$ cat config.mk
export PLATFORM = sky130hd
export DESIGN_NAME = dshot_frame_tx
export DESIGN_NICKNAME = d
export VERILOG_FILES = /design/src/rtl/dshot_tx_pkg.sv /design/src/rtl/dshot_phase_timer.sv /design/src/rtl/dshot_frame_seq.sv /design/src/rtl/dshot_lane.sv /design/src/rtl/dshot_frame_tx.sv
export SDC_FILE = /design/constraint.sdc
export NUM_CORES = 1
export LEC_CHECK = 0
export CORE_MARGIN = 3
export CORE_UTILIZATION = 31
export CTS_BUF_LIST = sky130_fd_sc_hd__clkbuf_2
export CTS_CLUSTER_DIAMETER = 100
export DETAILED_ROUTE_END_ITERATION = 6
export DONT_BUFFER_PORTS = 1
export HOLD_SLACK_MARGIN = 0.08
export PLACE_DENSITY = 0.51
export REMOVE_ABC_BUFFERS = 1
export SLEW_MARGIN = 20
export SYNTH_ARGS = -nofsm -noshare
export SYNTH_HDL_FRONTEND = slang
export SYNTH_HIERARCHICAL = 1
export SYNTH_SLANG_ARGS = --single-unit
$ cat constraint.sdc
create_clock -name clk -period 4.05 [get_ports clk]
set_input_delay 0.81 -clock clk [delete_from_list [all_inputs] [get_ports clk]]
set_output_delay 0.81 -clock clk [all_outputs]
set_load 0.01 [all_outputs]
$ cat src/rtl/dshot_tx_pkg.sv
`timescale 1ns/1ps
package dshot_tx_pkg;

  localparam int unsigned SYMS       = 16;
  localparam int unsigned PH_PER_SYM = 3;
  localparam int unsigned HOLD_PH    = 3;
  localparam int unsigned SYM_W      = $clog2(SYMS);

  typedef enum logic [1:0] {
    ST_IDLE  = 2'd0,
    ST_SEND  = 2'd1,
    ST_HOLD  = 2'd2,
    ST_REPLY = 2'd3
  } tx_state_e;

  // Symbols per second for a rate code.
  function automatic int unsigned rate_hz(input logic [1:0] code);
    case (code)
      2'd0:    return 150_000;
      2'd1:    return 300_000;
      default: return 600_000;
    endcase
  endfunction

  // Clocks per phase: a third of one symbol time, never below one.
  function automatic int unsigned phase_div(input int unsigned clk_hz,
                                            input logic [1:0] code);
    int unsigned d;
    d = clk_hz / (PH_PER_SYM * rate_hz(code));
    return (d == 0) ? 1 : d;
  endfunction

  // Reply window: fixed microseconds plus 1.1 frame times, in clocks.
  function automatic int unsigned reply_len(input int unsigned clk_hz,
                                            input int unsigned div,
                                            input int unsigned base_us);
    longint unsigned base_clk, frame_clk;
    base_clk  = (longint'(clk_hz) * base_us) / 1_000_000;
    frame_clk = (longint'(SYMS * PH_PER_SYM) * div * 11) / 10;
    return int'(base_clk + frame_clk);
  endfunction

endpackage

$ cat src/rtl/dshot_phase_timer.sv
`timescale 1ns/1ps
module dshot_phase_timer #(
  parameter int unsigned DIV_W = 8
) (
  input  logic             clk,
  input  logic             rst_n,
  input  logic             run_i,
  input  logic [DIV_W-1:0] div_i,
  output logic             tick_o
);
  logic [DIV_W-1:0] cnt_q;

  assign tick_o = run_i && (cnt_q == div_i - 1'b1);

  always_ff @(posedge clk or negedge rst_n) begin
    if (!rst_n)                cnt_q <= '0;
    else if (!run_i || tick_o) cnt_q <= '0;
    else                       cnt_q <= cnt_q + 1'b1;
  end
endmodule

$ cat src/rtl/dshot_frame_seq.sv
`timescale 1ns/1ps
module dshot_frame_seq
  import dshot_tx_pkg::*;
#(
  parameter int unsigned WIN_W = 12
) (
  input  logic             clk,
  input  logic             rst_n,
  input  logic             start_i,
  input  logic             tick_i,
  input  logic             bidir_i,
  input  logic [WIN_W-1:0] win_i,
  output tx_state_e        state_o,
  output logic [1:0]       ph_o,
  output logic [SYM_W-1:0] sym_o,
  output logic             start_accept_o,
  output logic             hold_end_o,
  output logic             done_o
);
  tx_state_e        state_q;
  logic [1:0]       ph_q;
  logic [SYM_W-1:0] sym_q;
  logic [WIN_W-1:0] rc_q;
  logic             done_q;
  logic             last_ph;

  assign last_ph        = (ph_q == 2'(PH_PER_SYM - 1));
  assign start_accept_o = (state_q == ST_IDLE) && start_i;
  assign hold_end_o     = (state_q == ST_HOLD) && tick_i && last_ph;

  always_ff @(posedge clk or negedge rst_n) begin
    if (!rst_n) begin
      state_q <= ST_IDLE;
      ph_q    <= '0;
      sym_q   <= '0;
      rc_q    <= '0;
      done_q  <= 1'b0;
    end else begin
      done_q <= hold_end_o;
      case (state_q)
        ST_IDLE: begin
          if (start_accept_o) begin
            state_q <= ST_SEND;
            ph_q    <= '0;
            sym_q   <= '0;
          end
        end
        ST_SEND: begin
          if (tick_i) begin
            if (last_ph) begin
              ph_q <= '0;
              if (sym_q == SYM_W'(SYMS - 1)) state_q <= ST_HOLD;
              else                          sym_q   <= sym_q + 1'b1;
            end else begin
              ph_q <= ph_q + 1'b1;
            end
          end
        end
        ST_HOLD: begin
          if (tick_i) begin
            if (last_ph) begin
              ph_q    <= '0;
              rc_q    <= '0;
              state_q <= bidir_i ? ST_REPLY : ST_IDLE;
            end else begin
              ph_q <= ph_q + 1'b1;
            end
          end
        end
        default: begin
          if (rc_q == win_i - 1'b1) state_q <= ST_IDLE;
          else                      rc_q    <= rc_q + 1'b1;
        end
      endcase
    end
  end

  assign state_o = state_q;
  assign ph_o    = ph_q;
  assign sym_o   = sym_q;
  assign done_o  = done_q;
endmodule

$ cat src/rtl/dshot_lane.sv
`timescale 1ns/1ps
module dshot_lane
  import dshot_tx_pkg::*;
(
  input  logic [SYMS-1:0]  word_i,
  input  logic             en_i,
  input  logic             inv_i,
  input  logic             in_send_i,
  input  logic             in_reply_i,
  input  logic [1:0]       ph_i,
  input  logic [SYM_W-1:0] sym_i,
  output logic             line_o,
  output logic             oe_o
);
  logic cur_bit;
  logic active;

  // Most significant bit goes first.
  assign cur_bit = word_i[SYM_W'(SYMS - 1) - sym_i];
  assign active  = in_send_i && ((ph_i == 2'd0) || ((ph_i == 2'd1) && cur_bit));
  assign line_o  = (en_i && active) ^ inv_i;
  assign oe_o    = !(en_i && in_reply_i);
endmodule

$ cat src/rtl/dshot_frame_tx.sv
`timescale 1ns/1ps
module dshot_frame_tx
  import dshot_tx_pkg::*;
#(
  parameter int unsigned NUM_CH        = 4,
  parameter int unsigned CLK_HZ        = 100_000_000,
  parameter int unsigned REPLY_BASE_US = 30
) (
  input  logic                   clk,
  input  logic                   rst_n,
  input  logic                   start_i,
  input  logic [NUM_CH*SYMS-1:0] frame_i,
  input  logic [NUM_CH-1:0]      chan_en_i,
  input  logic [1:0]             rate_sel_i,
  input  logic                   invert_i,
  input  logic                   bidir_i,
  output logic [NUM_CH-1:0]      line_o,
  output logic [NUM_CH-1:0]      line_oe_o,
  output logic                   busy_o,
  output logic                   done_o
);
  localparam int unsigned DIV_R0 = phase_div(CLK_HZ, 2'd0);
  localparam int unsigned DIV_R1 = phase_div(CLK_HZ, 2'd1);
  localparam int unsigned DIV_R2 = phase_div(CLK_HZ, 2'd2);
  localparam int unsigned WIN_R0 = reply_len(CLK_HZ, DIV_R0, REPLY_BASE_US);
  localparam int unsigned WIN_R1 = reply_len(CLK_HZ, DIV_R1, REPLY_BASE_US);
  localparam int unsigned WIN_R2 = reply_len(CLK_HZ, DIV_R2, REPLY_BASE_US);
  localparam int unsigned DIV_W  = $clog2(DIV_R0 + 1);
  localparam int unsigned WIN_W  = $clog2(WIN_R0 + 1);

  // Divisor and window chosen from the raw rate code; latched at start.
  logic [DIV_W-1:0] div_sel;
  logic [WIN_W-1:0] win_sel;
  always_comb begin
    case (rate_sel_i)
      2'd0:    begin div_sel = DIV_W'(DIV_R0); win_sel = WIN_W'(WIN_R0); end
      2'd1:    begin div_sel = DIV_W'(DIV_R1); win_sel = WIN_W'(WIN_R1); end
      default: begin div_sel = DIV_W'(DIV_R2); win_sel = WIN_W'(WIN_R2); end
    endcase
  end

  // Named internal events, also observed by the bound checker.
  tx_state_e        state;
  logic [1:0]       ph;
  logic [SYM_W-1:0] sym;
  logic             start_accept;
  logic             hold_end;
  logic             phase_tick;
  logic             in_send;
  logic             in_reply;
  logic             timer_run;

  // Configuration captured on an accepted start.
  logic [NUM_CH*SYMS-1:0] word_q;
  logic [NUM_CH-1:0]      en_q;
  logic [DIV_W-1:0]       div_q;
  logic [WIN_W-1:0]       win_q;
  logic                   inv_q;
  logic                   bidir_q;

  always_ff @(posedge clk or negedge rst_n) begin
    if (!rst_n) begin
      word_q  <= '0;
      en_q    <= '0;
      div_q   <= DIV_W'(DIV_R0);
      win_q   <= WIN_W'(WIN_R0);
      inv_q   <= 1'b0;
      bidir_q <= 1'b0;
    end else if (start_accept) begin
      word_q  <= frame_i;
      en_q    <= chan_en_i;
      div_q   <= div_sel;
      win_q   <= win_sel;
      inv_q   <= invert_i;
      bidir_q <= bidir_i;
    end
  end

  assign in_send   = (state == ST_SEND);
  assign in_reply  = (state == ST_REPLY);
  assign timer_run = in_send || (state == ST_HOLD);
  assign busy_o    = (state != ST_IDLE);

  dshot_phase_timer #(.DIV_W(DIV_W)) u_timer (
    .clk    (clk),
    .rst_n  (rst_n),
    .run_i  (timer_run),
    .div_i  (div_q),
    .tick_o (phase_tick)
  );

  dshot_frame_seq #(.WIN_W(WIN_W)) u_seq (
    .clk            (clk),
    .rst_n          (rst_n),
    .start_i        (start_i),
    .tick_i         (phase_tick),
    .bidir_i        (bidir_q),
    .win_i          (win_q),
    .state_o        (state),
    .ph_o           (ph),
    .sym_o          (sym),
    .start_accept_o (start_accept),
    .hold_end_o     (hold_end),
    .done_o         (done_o)
  );

  for (genvar c = 0; c < NUM_CH; c++) begin : g_lane
    dshot_lane u_lane (
      .word_i     (word_q[c*SYMS +: SYMS]),
      .en_i       (en_q[c]),
      .inv_i      (inv_q),
      .in_send_i  (in_send),
      .in_reply_i (in_reply),
      .ph_i       (ph),
      .sym_i      (sym),
      .line_o     (line_o[c]),
      .oe_o       (line_oe_o[c])
    );
  end
endmodule

==> impl_results.md <==
- Initial Util: 0.318
- Multiplexer share of the synthesized area: 0.201
- Final Hold Viols: 0
- Core area: 20400 um^2
- Setup Skew: 0.0356 ns
- Drt drc: 0
- Met3 global-route usage: 0.0598
- Clock transition at path regs: 0.34 ns
- Outcome: finished clean
- Worst path arrival time: 2.85 ns
- Ys Warns: 6
- Synth area leader: dfrtp_1
- Iteration count of the initial detailed-routing pass: 4
- Maximum vdd drop: 0.180 mV
- Post-synthesis xor/xnor area fraction: 0.0481
- Sequential cell area fraction in the yosys report: 0.412
- Num rows: 52
- Adder-Cell Fraction of Synth Area: 0.0231
- Max cap viols: 0
- Gates resized, CTS repair: 0
- Ant. Diodes: 0
- Final core utilization: 0.340
- Max clock buf depth: 2
- Synth Area in Simple Gates: 0.161
- Crit end category: output port
- H-tree Lvls: 3
- Antenna violations before repair: 2
- Clock root buffer: clkbuf_2
- Worst EP required: 3.24 ns
- Main flop type after synthesis: dfrtp_1
- GPL Wtd Cong: 0.847
- Critical path class: reg2out
- CTS Buf Count: 9
- Top-count cell post-synth: dfrtp_1
- Hold Path Class: in2reg
- Vias in the first global route: 4877
- DR vias: 4643
- Slew of the pin with the lowest slew margin: 0.811 ns
- Slowest-stage cell, CP: dfrtp_1
- Routed Antenna Nets: 0
- Compound-cell area share of the yosys netlist: 0.111
- Die W: 151 um
- Post-synth ARST share: 1.00
- Clock latency on the worst-skew pair: 0.65 ns
- Mapped Cells: 597
- Synth Register Bits: 107
- Largest stage delay, worst path: 0.95 ns
- Area share of the largest cell type after synthesis: 0.400
- Die height: 151 um
- Die area: 22700 um^2
- FMAX: 0.273 GHz
- Fraction of layout cells with a size suffix above 1: 0.213
- Area grow syn2layout: 6.74%
- IO Port Bufs: 0
- DRT Wirelength: 15300 um
- Unrepaired setup endpoints after global routing: no
- CTS tree: built
- Largest family of logic cells by synthesized area: multiplexers
- Crit start category: register
- Tmin final: 3.66 ns
- Final HPWL DP: 10700 um
- Pwr/cell area: 239 nW/um^2
- CTS sink cnt: 107
- # setup viols final: 0
- Final nets: 697
- Synthesized area per cell: 10.9 um^2
- I/O pins: 85
- Slew Limit Headroom: 0.458
- DR iter-0 viols: 237
- Final cycle utilization of the critical path: 0.905
- Mean number of vias per cell: 5.25
- Met1 GRT Util: 0.171
- Area contributors post-synth: dfrtp_1 40%, mux2_2 8.7%, mux2_4 5.8%, mux2i_1 2.9%, mux4_2 2.8%
- Remaining Overflow, GRT: 0
- Final Max Tran Viols: 0
- GRT Util Overall: 0.135
- Global-route wire length before repair: 24800 um
- Leak: 0.00301 uW
- Cell area after synthesis: 6500 um^2
- Cell Chain, Critical Path: inv_1 > or4_1 > nand4_1 > o21ai_2 > xnor2_1
- Power, Total: 1660 uW
- Post-CTS setup repair buffer count: 0
- Pin count of the biggest net entering global routing: 108
- Post-synthesis cell type count: 67
- Commonest cells in the netlist: 104 x dfrtp_1, 50 x mux2_2, 44 x nand2_1, 28 x nand3_1, 27 x nor2_1
- GRT met2 Usage: 0.216
- WL per Instance: 17.3 um
- Max Fanout on Critical Path: 20
- Post-synth EDFFs: 0
- Setup TNS: 0 ns
- Grt peak-use layer: met2
==> layer usage <==
metal	part of all wire	routed length, um	up-vias
li1	-	-	2210
met1	0.44	6710	2288
met2	0.47	7190	118
met3	0.077	1170	23
met4	0.013	197	4
met5	0.0022	34	-
==> flip-flops by register name, summed over array words and instances (netlist names) <==
name / flops
bidir_q: 1
div_q: 3
en_q: 4
inv_q: 1
u_seq/done_o: 1
u_seq/ph_o: 2
u_seq/rc_q: 14
u_seq/state_o: 2
u_seq/sym_o: 4
u_timer/cnt_q: 8
win_q: 3
word_q: 64
==> final cells by class <==
| cell class | instances | area [um^2] |
|---|---|---|
| fillers | 2102 | 13500 |
| well taps | 270 | 338 |
| repair buffers | 8 | 82.6 |
| flip-flops and latches | 107 | 2680 |
| clock buffers | 9 | 45.0 |
| clock inverters | 7 | 76.3 |
| inverters | 26 | 97.6 |
| multi-input cells | 458 | 3620 |
==> timing repair <==
item                                    CTS  global route
endpoints found under the hold margin   107             0
hold buffers                              2             0
endpoints found under the setup margin    0             0
==> report_power, final <==
part           switching (uW)  internal (uW)
clock                     433            107
sequential                  0           1070
combinational            31.6           11.1
total                     465           1190
==> worst max-delay path, delay by kind of cell, from the launching register on <==
family                    cells  cell delay, ns
AOI/OAI and AO/OA             1            0.07
xor gates and xnor gates      1            0.33
buffers and inverters         1            0.16
DFF                           1            0.95
and+or+nand+nor               2            0.68
==> final timing paths <==
check / start / to / slack (ns) / cells past startpoint
min in group asynchronous: rst_n / word_q[52] / 0.66 / 2
max in group asynchronous: rst_n / win_q[11] / 2.91 / 2
setup reg to reg: div_q[6] / u_seq/rc_q[13] / 0.64 / 13
hold / removal: rate_sel_i[0] / win_q[11] / 0.19 / 1
hold reg to reg: word_q[62] / word_q[62] / 0.55 / 1
setup / recovery: u_seq/sym_o[1] / line_o[3] / 0.39 / 5
==> through the flow <==
stage	instance area, um^2	hold WS [ns]	instances	setup WS (ns)
floorplan	6390	0.475	591	0.315
global placement	6780	0.488	867	0.762
detailed placement	6780	0.494	867	0.673
CTS	6940	0.134	885	0.0872
global route	6940	0.123	885	0.100
finish	6940	0.193	885	0.387
==> placed cells by master, fill, tap and decap left out, drive strengths merged, types with 12 or more instances in the layout <==
master | synthesis | layout
dfrtp | 104 | 104
mux2 | 75 | 75
nand2 | 44 | 44
nand3 | 29 | 29
inv | 25 | 29
nor2 | 27 | 27
o21ai | 22 | 22
xnor2 | 21 | 21
conb | 2 | 20
mux2i | 19 | 19
a21oi | 17 | 17
nor3 | 15 | 15
or4 | 13 | 13
xor2 | 13 | 13
ha | 12 | 12
==> cell families (layout without fill, tap and decap cells) <==
logic type,Yosys count,after routing
and+or+nand+nor,191,191
AOI/OAI and AO/OA,99,99
other,2,20
DFF,107,107
adders and majority gates,12,12
buffers and inverters,50,50
muxes,102,102
xor gates and xnor gates,34,34
Power figures use the tool's default switching activity.
